$ cat src/rtl/flash_cmd_pkg.sv
package flash_cmd_pkg;

    typedef enum logic [2:0] {
        ST_IDLE,
        ST_SET_PROG,
        ST_SET_ERASE,
        ST_RUN_PROG,
        ST_RUN_ERASE
    } state_e;

    typedef enum logic [2:0] {
        CK_MAIN,
        CK_INFO,
        CK_PROG,
        CK_ERASE,
        CK_STATUS,
        CK_CLEAR,
        CK_BAD
    } cmd_kind_e;

    localparam logic [7:0] OP_MAIN   = 8'h01;
    localparam logic [7:0] OP_INFO   = 8'h02;
    localparam logic [7:0] OP_PROG   = 8'h10;
    localparam logic [7:0] OP_ERASE  = 8'h20;
    localparam logic [7:0] OP_CLEAR  = 8'h50;
    localparam logic [7:0] OP_STATUS = 8'h70;

    typedef struct packed {
        logic cmd_err;
        logic prot_err;
        logic setup_err;
        logic info;
    } flags_t;

endpackage

$ cat src/rtl/flash_cmd_decode.sv
module flash_cmd_decode
    import flash_cmd_pkg::*;
(
    input  logic [7:0] code,
    output cmd_kind_e  kind
);
    always_comb begin
        case (code)
            OP_MAIN:   kind = CK_MAIN;
            OP_INFO:   kind = CK_INFO;
            OP_PROG:   kind = CK_PROG;
            OP_ERASE:  kind = CK_ERASE;
            OP_STATUS: kind = CK_STATUS;
            OP_CLEAR:  kind = CK_CLEAR;
            default:   kind = CK_BAD;
        endcase
    end
endmodule

$ cat src/rtl/flash_prot_check.sv
module flash_prot_check #(
    parameter int ADDR_W = 12,
    parameter int PAGE_W = 6,
    localparam int PN_W  = ADDR_W - PAGE_W
) (
    input  logic [ADDR_W-1:0] addr,
    input  logic [PN_W-1:0]   lo_page,
    input  logic [PN_W-1:0]   hi_page,
    output logic              hit
);
    logic [PN_W-1:0] page;

    always_comb begin
        page = addr[ADDR_W-1:PAGE_W];
        hit  = (page >= lo_page) && (page <= hi_page);
    end
endmodule

$ cat src/rtl/flash_busy_timer.sv
module flash_busy_timer #(
    parameter int CNT_W = 6
) (
    input  logic             clk,
    input  logic             rst_n,
    input  logic             start,
    input  logic [CNT_W-1:0] len,
    output logic             last
);
    logic [CNT_W-1:0] cnt_d, cnt_q;

    always_comb begin
        cnt_d = cnt_q;
        if (start) begin
            cnt_d = len;
        end else if (cnt_q != '0) begin
            cnt_d = cnt_q - 1'b1;
        end
        last = (cnt_q == CNT_W'(1));
    end

    always_ff @(posedge clk or negedge rst_n) begin
        if (!rst_n) cnt_q <= '0;
        else        cnt_q <= cnt_d;
    end
endmodule

$ cat src/rtl/flash_cmd_host.sv
module flash_cmd_host
    import flash_cmd_pkg::*;
#(
    parameter int ADDR_W       = 12,
    parameter int PAGE_W       = 6,
    parameter int PROG_CYCLES  = 8,
    parameter int ERASE_CYCLES = 32,
    localparam int PN_W        = ADDR_W - PAGE_W,
    localparam int MAX_CYC     = (PROG_CYCLES > ERASE_CYCLES) ? PROG_CYCLES : ERASE_CYCLES,
    localparam int CNT_W       = $clog2(MAX_CYC + 1)
) (
    input  logic              clk,
    input  logic              rst_n,
    input  logic              host_wr,
    input  logic              host_rd,
    input  logic [ADDR_W-1:0] host_addr,
    input  logic [7:0]        host_wdata,
    output logic [7:0]        host_rdata,
    input  logic [PN_W-1:0]   prot_lo_page,
    input  logic [PN_W-1:0]   prot_hi_page,
    input  logic [7:0]        array_rdata,
    output logic              arr_standby,
    output logic              arr_prog,
    output logic              arr_erase,
    output logic              arr_info_sel,
    output logic [ADDR_W-1:0] arr_addr,
    output logic [7:0]        arr_wdata
);

    typedef struct packed {
        state_e            state;
        flags_t            flags;
        logic              show_status;
        logic [ADDR_W-1:0] addr;
        logic [7:0]        wdata;
    } ctl_t;

    ctl_t             ctl_d, ctl_q;
    state_e           state_q;
    cmd_kind_e        kind;
    logic             prot_hit;
    logic             tmr_start;
    logic [CNT_W-1:0] tmr_len;
    logic             tmr_last;
    logic             busy;
    logic [7:0]       status_w;

    flash_cmd_decode u_dec (
        .code (host_wdata),
        .kind (kind)
    );

    flash_prot_check #(.ADDR_W(ADDR_W), .PAGE_W(PAGE_W)) u_prot (
        .addr    (host_addr),
        .lo_page (prot_lo_page),
        .hi_page (prot_hi_page),
        .hit     (prot_hit)
    );

    flash_busy_timer #(.CNT_W(CNT_W)) u_tmr (
        .clk   (clk),
        .rst_n (rst_n),
        .start (tmr_start),
        .len   (tmr_len),
        .last  (tmr_last)
    );

    always_comb begin
        ctl_d     = ctl_q;
        tmr_start = 1'b0;
        tmr_len   = '0;
        case (ctl_q.state)
            ST_IDLE: begin
                if (host_wr) begin
                    ctl_d.show_status = 1'b1;
                    case (kind)
                        CK_MAIN:  ctl_d.flags.info  = 1'b0;
                        CK_INFO:  ctl_d.flags.info  = 1'b1;
                        CK_PROG:  ctl_d.state       = ST_SET_PROG;
                        CK_ERASE: ctl_d.state       = ST_SET_ERASE;
                        CK_CLEAR: begin
                            ctl_d.flags.cmd_err   = 1'b0;
                            ctl_d.flags.prot_err  = 1'b0;
                            ctl_d.flags.setup_err = 1'b0;
                        end
                        CK_STATUS: ctl_d.show_status = 1'b1;
                        default:  ctl_d.flags.cmd_err = 1'b1;
                    endcase
                end
            end
            ST_SET_PROG, ST_SET_ERASE: begin
                if (host_rd) begin
                    ctl_d.flags.setup_err = 1'b1;
                    ctl_d.state           = ST_IDLE;
                end else if (host_wr) begin
                    if (prot_hit) begin
                        ctl_d.flags.prot_err = 1'b1;
                        ctl_d.state          = ST_IDLE;
                    end else begin
                        tmr_start = 1'b1;
                        if (ctl_q.state == ST_SET_PROG) begin
                            ctl_d.addr  = host_addr;
                            ctl_d.wdata = host_wdata;
                            tmr_len     = CNT_W'(PROG_CYCLES);
                            ctl_d.state = ST_RUN_PROG;
                        end else begin
                            ctl_d.addr  = {host_addr[ADDR_W-1:PAGE_W], {PAGE_W{1'b0}}};
                            tmr_len     = CNT_W'(ERASE_CYCLES);
                            ctl_d.state = ST_RUN_ERASE;
                        end
                    end
                end
            end
            ST_RUN_PROG, ST_RUN_ERASE: begin
                if (host_wr) ctl_d.flags.cmd_err = 1'b1;
                if (tmr_last) ctl_d.state = ST_IDLE;
            end
            default: ctl_d.state = ST_IDLE;
        endcase
    end

    always_ff @(posedge clk or negedge rst_n) begin
        if (!rst_n) begin
            ctl_q <= '{state: ST_IDLE, flags: '0, show_status: 1'b0,
                       addr: '0, wdata: '0};
        end else begin
            ctl_q <= ctl_d;
        end
    end

    always_comb begin
        state_q      = ctl_q.state;
        busy         = (ctl_q.state == ST_RUN_PROG) || (ctl_q.state == ST_RUN_ERASE);
        status_w     = {busy, ctl_q.flags.cmd_err, ctl_q.flags.prot_err,
                        ctl_q.flags.setup_err, ctl_q.flags.info, 3'b000};
        host_rdata   = ctl_q.show_status ? status_w : array_rdata;
        arr_prog     = (ctl_q.state == ST_RUN_PROG);
        arr_erase    = (ctl_q.state == ST_RUN_ERASE);
        arr_standby  = !busy;
        arr_info_sel = ctl_q.flags.info;
        arr_addr     = ctl_q.addr;
        arr_wdata    = ctl_q.wdata;
    end

endmodule

$ cat config.mk
export PLATFORM = sky130hd
export DESIGN_NAME = flash_cmd_host
export DESIGN_NICKNAME = d
export VERILOG_FILES = /design/src/rtl/flash_cmd_pkg.sv /design/src/rtl/flash_cmd_decode.sv /design/src/rtl/flash_prot_check.sv /design/src/rtl/flash_busy_timer.sv /design/src/rtl/flash_cmd_host.sv
export SDC_FILE = /design/constraint.sdc
export NUM_CORES = 1
export LEC_CHECK = 0
export BUFFER_PORTS_ARGS = -buffer_cell sky130_fd_sc_hd__buf_2
export CELL_PAD_IN_SITES_DETAIL_PLACEMENT = 0
export CELL_PAD_IN_SITES_GLOBAL_PLACEMENT = 2
export CORE_MARGIN = 2
export CORE_UTILIZATION = 31
export CTS_CLUSTER_SIZE = 30
export DETAILED_ROUTE_END_ITERATION = 12
export PLACE_DENSITY_LB_ADDON = 0.1
export SYNTH_ARGS = -nofsm -noshare
export SYNTH_HDL_FRONTEND = slang
export SYNTH_SLANG_ARGS = --single-unit
$ cat constraint.sdc
create_clock -name clk -period 2 [get_ports clk]
set_clock_uncertainty 0.05 [all_clocks]
set_input_delay 0.4 -clock clk [delete_from_list [all_inputs] [get_ports clk]]
set_output_delay 0.4 -clock clk [all_outputs]
set_load 0.1 [all_outputs]
==> impl_metrics.yaml, run 1 <==
min_path:
  holdCritPathClass: "in2reg"
  worst_hold_path.endpoint: "arr_addr[4]"
  holdPathStages: 2
  holdCritStartpoint: "host_addr[4]"
timing:
  layout_min_cycle_time_ps: 1960
  report.final.hold_viol_count: 0
  timing_max_transition_violations_final: 0
  final_worst_path_cycle_share_pct: 98.1
  worst_slew_pin_slew_ps: 500
  fmaxAchievable_mhz: 510
  tns_ps: 0
  maxSlewHeadroom_pct: 66.9
  rsz0062_at_grt: "yes"
  setup_violators_final: 0
worst_setup_path:
  r2r_end: "state_q[0]"
  critical_path_class: "reg2out"
  launch_point_of_the_worst_path: "state_q[2]"
  worst_r2r_startpoint: "state_q[1]"
  timing.reg2reg.worst_path_depth: 6
  critical_path.startpoint_type: "flip-flop"
  worstPathArrival_ps: 1510
  rrSetupSlack_ps: 200
  cp-end-kind: "primary output"
  worst_ep_required_time_ps: 1550
  worst-path-max-fanout: 9
yosys:
  netlist.area_leader.share_pct: 37.7
  synth_top_cells_by_count: "34 x sky130_fd_sc_hd__dfrtp_1, 20 x sky130_fd_sc_hd__buf_4, 18 x sky130_fd_sc_hd__mux2_2"
  synth_area_um2: 2260
  yosysSeqAreaShare_pct: 37.7
  synth_enable_flop_cells: 0
  netlist.top_cell.by_area: "sky130_fd_sc_hd__dfrtp_1"
  synthMostInstantiatedCell: "sky130_fd_sc_hd__dfrtp_1"
  synth.ff_latch_count: 34
  async_reset_ff_share_pct: 100
  distinct_cells_synth: 58
  synth_nets: 274
  synth.area.top_cells: "sky130_fd_sc_hd__dfrtp_1 38%, sky130_fd_sc_hd__mux2_2 9.0%, sky130_fd_sc_hd__ha_1 7.8%"
  post_synthesis_average_cell_area_um2: 10.4
  ys_warn_count: 0
  synthesized_instance_count: 216
  synth_ff_type: "sky130_fd_sc_hd__dfrtp_1"
clocking:
  worstSkewPairLatency_ps: 280
  tritoncts_num_sinks: 34
  cts-buffers-inserted: 5
  cts_tree: "done"
  cts-root-to-sink-buffers: 2
  clkTransAtPathRegs_ps: 70
  htree_levels: 2
  cts_root_buffer: "sky130_fd_sc_hd__clkbuf_8"
detailed_routing:
  viasPerCell: 4.52
  drc: 0
  route.vias.total: 1769
  total_wire_length_after_detailed_routing_um: 5060
  post_drt_wl_per_cell_um: 12.9
  detail-route-antenna-nets: 0
  firstDrtPassIters: 3
  drt_first_iter_violations: 29
layout:
  area.growth.synth_to_final_pct: 29.1
  nNetsFinal: 349
  drive_gt1_share_pct: 49.7
  num-fill-cells: 750
  finalNonFillerCells: 391
  fin_util_pct: 40.8
  stdcell_area_um2: 2910
  multi_input_area_um2: 1170
  insertedDiodeCount: 0
  seqCellArea_um2: 857
die:
  num_io_pins: 76
  core_area_um2: 7140
  floorplan.die_area_um2: 7980
  placementRows: 31
  die_y_um: 89.3
  die_x_um: 89.3
  floorplan.initialDensity_pct: 31.6
place:
  gp_congestion: 0.700
  detailed_place_hpwl_um: 3920
  placed_area_um2: 2760
  number_of_placed_cells_counting_well_taps: 376
  buffer_ports.inserted: 75
power:
  power.density_nw_per_um2: 1680
  cellLeakagePower_nw: 1.42
  worst_ir_drop_vdd_uv: 1290
flow_run:
  cap_violations: 0
global_route:
  globalRouteOverflowTotal: 0
  global_route_wire_length_before_repair_um: 8340
  grtUsageTotal_pct: 13.5
  initial_antenna_violation_count: 0
  first_global_vias: 1767
  grt_max_degree: 21
status:
  status: "finished clean"
[logic make-up after synthesis]
kind of cell / Yosys count / synth area share [%]
simple gates: 59 / 16.0
buf+inv: 42 / 11.6
compound gates: 41 / 14.5
flops: 34 / 37.7
mux: 21 / 10.5
fa+ha+maj: 15 / 8.20
xor+xnor: 4 / 1.55
[sequential cells by signal, indices dropped and copies added, names as in the netlist]
register      cells
arr_addr         12
arr_wdata         8
u_tmr.cnt_q       6
ctl_q             4
state_q           3
arr_info_sel      1
[layout make-up]
type | instances | share of cell area [%]
clock buffer | 7 | 2.96
multi-input combinational | 140 | 40.2
inverter | 15 | 1.93
sequential | 34 | 29.4
timing repair buffer | 95 | 21.0
tap | 99 | 4.25
clock inverter | 1 | 0.172
[worst max-delay path by stage]
stage	cells after the start	to	slack, ps
2_1_floorplan	2	host_rdata[0]	-380
4_1_cts	4	host_rdata[7]	-20
6_report	4	host_rdata[7]	40
3_5_place_dp	8	state_q[1]	-240
3_3_place_gp	8	arr_wdata[0]	-220
5_1_grt	9	state_q[1]	-30
[metrics by stage]
| stage | setup slack [ps] | hold WS, ps | power, mW |
|---|---|---|---|
| 3_5_place_dp | -240 | 303 | 4.33 |
| 4_1_cts | -17.2 | 278 | 4.89 |
| 3_3_place_gp | -220 | 302 | 4.33 |
| 6_report | 37.6 | 289 | 4.89 |
| 5_1_grt | -30.9 | 281 | 5.17 |
| 2_1_floorplan | -383 | 54.4 | 4.01 |
[critical path, stage by stage (launching register included)]
cell and delay, ps:
sky130_fd_sc_hd__dfrtp_2 470, sky130_fd_sc_hd__and3b_4 370, sky130_fd_sc_hd__nor2_4 70, sky130_fd_sc_hd__a21oi_4 140
sky130_fd_sc_hd__buf_12 190
[metal layers]
layer	track usage, %	vias to the layer above	part of all wire (%)
li1	-	894	-
met1	18.5	845	48
met2	20.7	28	47
met3	3.79	2	4.2
met4	4.07	0	0.73
met5	0	-	0
[layout by cell type (no fill, tap or decap), types with 2 or more instances in the layout]
cell                        n
sky130_fd_sc_hd__o21ai_0    3
sky130_fd_sc_hd__dfrtp_1   29
sky130_fd_sc_hd__buf_12     6
sky130_fd_sc_hd__o31ai_1    2
sky130_fd_sc_hd__nor3_1     2
sky130_fd_sc_hd__nor2b_1    6
sky130_fd_sc_hd__inv_1     15
sky130_fd_sc_hd__a22o_1     6
sky130_fd_sc_hd__xnor2_1    3
sky130_fd_sc_hd__nand3_2    2
sky130_fd_sc_hd__clkbuf_8   6
sky130_fd_sc_hd__buf_4     17
sky130_fd_sc_hd__a21o_1     2
sky130_fd_sc_hd__ha_1      14
sky130_fd_sc_hd__mux2_2    18
sky130_fd_sc_hd__nand3_1    4
sky130_fd_sc_hd__buf_2     71
sky130_fd_sc_hd__nor2_1     9
sky130_fd_sc_hd__mux2_1     3
sky130_fd_sc_hd__nand2b_1   2
sky130_fd_sc_hd__dfrtp_2    5
sky130_fd_sc_hd__nor3_2     2
sky130_fd_sc_hd__a31oi_1    4
sky130_fd_sc_hd__o31a_1     2
sky130_fd_sc_hd__a21oi_1    6
sky130_fd_sc_hd__nand2_1   15
[power breakdown]
part	leakage, nW	internal (mW)	switching (mW)
registers	0.404	0.985	0.211
logic	0.969	0.865	2.30
clock network	0.0482	0.278	0.248
total	1.42	2.13	2.76
[repair_timing]
action	4_1_cts	5_1_grt
endpoints found under the setup margin	6	13
cloned	0	0
resized for setup	3	2
hold buffers	1	0
setup buffers	0	6
hold endpoints to repair	14	0
No activity file was read; power rests on OpenSTA's default activity.
==> run 2, diff against run 1 <==
--- a/config.mk
+++ b/config.mk
@@ -9,5 +9,5 @@
 export CELL_PAD_IN_SITES_DETAIL_PLACEMENT = 0
 export CELL_PAD_IN_SITES_GLOBAL_PLACEMENT = 2
-export CORE_MARGIN = 2
+export CORE_MARGIN = 5
 export CORE_UTILIZATION = 31
 export CTS_CLUSTER_SIZE = 30
==> constraint.sdc (replaced) <==
create_clock -name clk -period 2 [get_ports clk]
set_clock_uncertainty 0.05 [all_clocks]
set_input_delay 0.5 -clock clk [delete_from_list [all_inputs] [get_ports clk]]
set_output_delay 0.5 -clock clk [all_outputs]
set_load 0.1 [all_outputs]
==> impl_metrics.yaml, run 2 (same netlist as run 1, synthesis figures left out) <==
worst_setup_path:
  worstPathArrival_ps: 2110
  rrSetupSlack_ps: 100
  timing.critical_path.slowest_cell_delay_ps: 350
  crit_path_cell_trace: "buf_8 > inv_12 > ha_4 > nand2b_4 > a21oi_4 > nor3_4 > o31ai_4 > buf_12 > nand3_4 > mux2_4"
  critical_path_class: "in2reg"
  timing.reg2reg.worst_path_depth: 5
  cp_top_family: "compound AO/OA/AOI/OAI gates"
  worst-path-max-fanout: 8
  crit_path_buffers_inverters: 3
  r2r_end: "arr_addr[10]"
  worst_ep_required_time_ps: 2120
  critical_path_top_delay_cell: "sky130_fd_sc_hd__mux2_4"
  cp-end-kind: "flip-flop"
  critical_path.startpoint_type: "primary input"
  worst_r2r_startpoint: "state_q[2]"
clocking:
  cts-root-to-sink-buffers: 2
  cts_tree: "done"
  tritoncts_num_sinks: 34
  htree_levels: 2
  ctsHoldBuffers: 0
  cts-buffers-inserted: 5
  worstSkewPairLatency_ps: 280
  cts_root_buffer: "sky130_fd_sc_hd__clkbuf_8"
  clkTransAtPathRegs_ps: 70
place:
  gp_congestion: 0.728
  buffer_ports.inserted: 75
  detailed_place_hpwl_um: 4280
  number_of_placed_cells_counting_well_taps: 384
timing:
  maxSlewHeadroom_pct: 57.3
  tns_ps: 0
  rsz0062_at_grt: "yes"
  layout_min_cycle_time_ps: 2000
  fmaxAchievable_mhz: 501
  worst_slew_pin_slew_ps: 641
  final_worst_path_cycle_share_pct: 99.9
  report.final.hold_viol_count: 0
  fin_hold_ws_ps: 189
  setup_violators_final: 0
  timing_max_transition_violations_final: 0
power:
  worst_ir_drop_vdd_uv: 727
  cellLeakagePower_nw: 1.55
  power.density_nw_per_um2: 1570
detailed_routing:
  firstDrtPassIters: 4
  post_drt_wl_per_cell_um: 14.0
  drt_first_iter_violations: 50
  route.vias.total: 1874
  drc: 0
  viasPerCell: 4.65
  total_wire_length_after_detailed_routing_um: 5650
  detail-route-antenna-nets: 0
global_route:
  global_route_wire_length_before_repair_um: 9330
  first_global_vias: 1910
  grtUsageTotal_pct: 13.1
  grt_max_degree: 28
  initial_antenna_violation_count: 0
  globalRouteOverflowTotal: 0
die:
  die_y_um: 95.3
  floorplan.die_area_um2: 9090
  placementRows: 31
  die_x_um: 95.3
  floorplan.initialDensity_pct: 31.5
  num_io_pins: 76
  core_area_um2: 7180
status:
  status: "finished clean"
layout:
  largest_register_ff_count: 12
  insertedDiodeCount: 0
  fin_util_pct: 46.6
  layout.cells.most_common: "sky130_fd_sc_hd__buf_2"
  num-fill-cells: 714
  nNetsFinal: 362
  area.growth.synth_to_final_pct: 48.1
  most_frequent_cells_in_the_layout: "59 x sky130_fd_sc_hd__buf_2, 32 x sky130_fd_sc_hd__buf_4, 29 x sky130_fd_sc_hd__dfrtp_1"
  finalNonFillerCells: 403
  drive_gt1_share_pct: 60.5
min_path:
  holdCritPathClass: "in2async"
flow_run:
  cap_violations: 0
[run 2: changes by cell type in the layout (fill, tap and decap cells not counted), moves of 4 or more]
cell / change
sky130_fd_sc_hd__ha_4: +10
sky130_fd_sc_hd__mux2_4: +8
sky130_fd_sc_hd__inv_1: -7
sky130_fd_sc_hd__mux2_2: -8
sky130_fd_sc_hd__buf_4: +15
sky130_fd_sc_hd__ha_1: -11
sky130_fd_sc_hd__buf_6: +8
sky130_fd_sc_hd__inv_2: +4
sky130_fd_sc_hd__buf_2: -12
[run 2: area by class of cell]
| class | count | area [um^2] | share of cell area (%) |
|---|---|---|---|
| well taps | 99 | 124 | 3.71 |
| clock inverters | 1 | 30.0 | 0.898 |
| flip-flops and latches | 34 | 857 | 25.6 |
| clock buffers | 6 | 82.6 | 2.47 |
| multi-input cells | 141 | 1420 | 42.5 |
| repair buffers | 107 | 756 | 22.6 |
| inverters | 15 | 73.8 | 2.21 |
[run 2: power breakdown]
part / switching, mW / internal, mW / total (mW)
clock: 0.237 / 0.399 / 0.635
combinational: 2.41 / 1.03 / 3.44
sequential: 0.192 / 0.985 / 1.18
total: 2.84 / 2.42 / 5.26
[run 2: what timing repair did]
item	4_1_cts	5_1_grt
pin swaps	13	8
gates resized for setup	39	14
cloned	1	0
setup buffers	8	4
setup endpoints to repair	23	21
[run 2: worst max-delay path by stage]
| stage | endpoint | from | cells after the start |
|---|---|---|---|
| final | arr_wdata[0] | prot_hi_page[1] | 10 |
| after global routing | arr_wdata[2] | prot_hi_page[1] | 10 |
| after CTS | arr_wdata[2] | prot_hi_page[1] | 11 |
| after detailed placement | arr_addr[9] | prot_hi_page[1] | 9 |
| after global placement | arr_addr[11] | prot_hi_page[1] | 9 |
| after floorplan | host_rdata[0] | ctl_q[20] | 2 |
[run 2: stage by stage]
stage | cell area (um^2) | power [mW] | setup WS [ps]
global placement | 2910 | 4.41 | -322
global route | 3340 | 5.53 | -44.3
floorplan | 2390 | 4.04 | -483
CTS | 3270 | 5.27 | -26.7
finish | 3340 | 5.26 | 2.79
detailed placement | 2910 | 4.42 | -345
[run 2: metal layers]
metal	part of all wire, %	GRT usage [%]	vias up
li1	-	-	925
met1	44	16.8	896
met2	51	22.0	49
met3	4.5	2.53	4
met4	0.94	3.97	0
met5	0	0	-
==> run 3, diff against run 2 <==
--- a/config.mk
+++ b/config.mk
@@ -14,4 +14,5 @@
 export DETAILED_ROUTE_END_ITERATION = 12
 export PLACE_DENSITY_LB_ADDON = 0.1
+export SLEW_MARGIN = 20
 export SYNTH_ARGS = -nofsm -noshare
 export SYNTH_HDL_FRONTEND = slang
==> constraint.sdc (replaced) <==
create_clock -name clk -period 2 [get_ports clk]
set_clock_uncertainty 0.05 [all_clocks]
set_input_delay 0.2 -clock clk [delete_from_list [all_inputs] [get_ports clk]]
set_output_delay 0.2 -clock clk [all_outputs]
set_load 0.1 [all_outputs]
==> impl_metrics.yaml, run 3 (same netlist as run 1, synthesis figures left out) <==
clocking:
  cts_root_buffer: "sky130_fd_sc_hd__clkbuf_8"
  htree_levels: 2
  cts-root-to-sink-buffers: 2
  worstSkewPairLatency_ps: 280
  post-cts-setup-buffer-count: 0
  cts-buffers-inserted: 5
  cts_tree: "done"
  tritoncts_num_sinks: 34
  clkTransAtPathRegs_ps: 70
detailed_routing:
  drt_first_iter_violations: 32
  viasPerCell: 4.58
  total_wire_length_after_detailed_routing_um: 5360
  firstDrtPassIters: 4
  drc: 0
  post_drt_wl_per_cell_um: 13.9
  detail-route-antenna-nets: 0
  route.vias.total: 1762
power:
  worst_ir_drop_vdd_uv: 793
  power.density_nw_per_um2: 1710
  total_power_mw: 4.81
  cellLeakagePower_nw: 1.38
die:
  placementRows: 31
  floorplan.die_area_um2: 9090
  floorplan.initialDensity_pct: 31.5
  die_y_um: 95.3
  die_x_um: 95.3
  num_io_pins: 76
  core_area_um2: 7180
layout:
  largest_register_ff_count: 12
  finalNonFillerCells: 385
  stdcell_area_um2: 2810
  multi_input_area_um2: 1170
  layout.cells.most_common: "sky130_fd_sc_hd__buf_2"
  nNetsFinal: 343
  most_frequent_cells_in_the_layout: "72 x sky130_fd_sc_hd__buf_2, 34 x sky130_fd_sc_hd__dfrtp_1, 18 x sky130_fd_sc_hd__mux2_2"
  fin_util_pct: 39.2
  num-fill-cells: 764
  seqCellArea_um2: 851
  area.growth.synth_to_final_pct: 24.5
  insertedDiodeCount: 0
  drive_gt1_share_pct: 46.9
timing:
  rsz0062_at_grt: "no"
  final_worst_path_cycle_share_pct: 93.1
  worst_slew_pin_slew_ps: 812
  timing_max_transition_violations_final: 0
  fin_hold_ws_ps: 86.3
  maxSlewHeadroom_pct: 45.8
  setup_violators_final: 0
  fmaxAchievable_mhz: 537
  tns_ps: 0
  post-route-worst-setup-slack_ps: 137
  layout_min_cycle_time_ps: 1860
  report.final.hold_viol_count: 0
global_route:
  grt_max_degree: 35
  globalRouteOverflowTotal: 0
  first_global_vias: 1924
  grtUsageTotal_pct: 12.5
  global_route_wire_length_before_repair_um: 8870
  initial_antenna_violation_count: 0
worst_setup_path:
  worstPathArrival_ps: 1610
  critical_path_top_delay_cell: "sky130_fd_sc_hd__dfrtp_1"
  critical_path_class: "reg2out"
  timing.critical_path.slowest_cell_delay_ps: 430
  critical_path_cell_count: 6
  worst-path-max-fanout: 6
  crit_path_cell_trace: "buf_4 > nor2_2 > and2_4 > nor2_4 > a21oi_4 > buf_12"
  cp_top_family: "flip-flops"
  worst_ep_required_time_ps: 1750
  timing.reg2reg.worst_path_depth: 5
  crit_path_buffers_inverters: 2
  cp-end-kind: "primary output"
  critical_path.startpoint_type: "flip-flop"
status:
  status: "finished clean"
place:
  gp_congestion: 0.724
  number_of_placed_cells_counting_well_taps: 376
  placed_area_um2: 2700
  detailed_place_hpwl_um: 4160
  buffer_ports.inserted: 75
  dpl_worst_slack_ps: -124
min_path:
  holdCritPathClass: "in2reg"
  holdPathStages: 2
flow_run:
  cap_violations: 0
run 3: cell count changes in the layout (fill, tap and decap cells not counted), moves of 7 or more:
cell	change
sky130_fd_sc_hd__buf_2	+13
sky130_fd_sc_hd__buf_4	-18
sky130_fd_sc_hd__buf_6	-8
sky130_fd_sc_hd__ha_1	+11
sky130_fd_sc_hd__ha_4	-10
sky130_fd_sc_hd__inv_1	+7
sky130_fd_sc_hd__mux2_2	+8
sky130_fd_sc_hd__mux2_4	-8
run 3: per-layer routing:
metal  global-route usage, %  vias to the layer above  wire length (um)
met4                    2.52                        0                42
met1                    15.0                      819              2360
met3                    3.47                        4               358
met5                       0                        -                 0
li1                        -                      890                 -
met2                    22.1                       49              2600
run 3: repair_timing:
item	CTS	global route
hold buffers	1	0
gates resized for setup	1	1
endpoints found under the hold margin	18	0
setup endpoints to repair	1	1
run 3: worst reg2reg max path: stages, from the launching register on:
cell,delay (ps)
sky130_fd_sc_hd__dfrtp_1,430
sky130_fd_sc_hd__buf_4,180
sky130_fd_sc_hd__nor3_1,370
sky130_fd_sc_hd__o211ai_1,190
sky130_fd_sc_hd__o211ai_2,120
sky130_fd_sc_hd__mux2_1,340
run 3: final timing paths:
| path | start | end | slack [ps] |
|---|---|---|---|
| max in group asynchronous | rst_n | ctl_q[23] | 870 |
| max | state_q[0] | host_rdata[7] | 140 |
| min reg2reg | arr_addr[4] | arr_addr[4] | 450 |
| max reg2reg | state_q[0] | ctl_q[24] | 220 |
| min | host_addr[4] | arr_addr[4] | 90 |
| min in group asynchronous | rst_n | arr_addr[10] | 510 |
run 3: area by class of cell:
cell class / instances / share of cell area (%)
Sequential cell: 34 / 30.3
Multi-Input combinational cell: 140 / 41.7
Tap cell: 99 / 4.41
Clock buffer: 7 / 3.07
Timing Repair Buffer: 89 / 18.3
Inverter: 15 / 2.00
Clock inverter: 1 / 0.178
run 3: where the power goes:
group          switching [mW]  leakage [nW]  internal [mW]  total [mW]
Clock                   0.254        0.0482          0.278       0.532
Sequential              0.191         0.410          0.980        1.17
Combinational            2.31         0.920          0.799        3.10
Total                    2.75          1.38           2.06        4.81
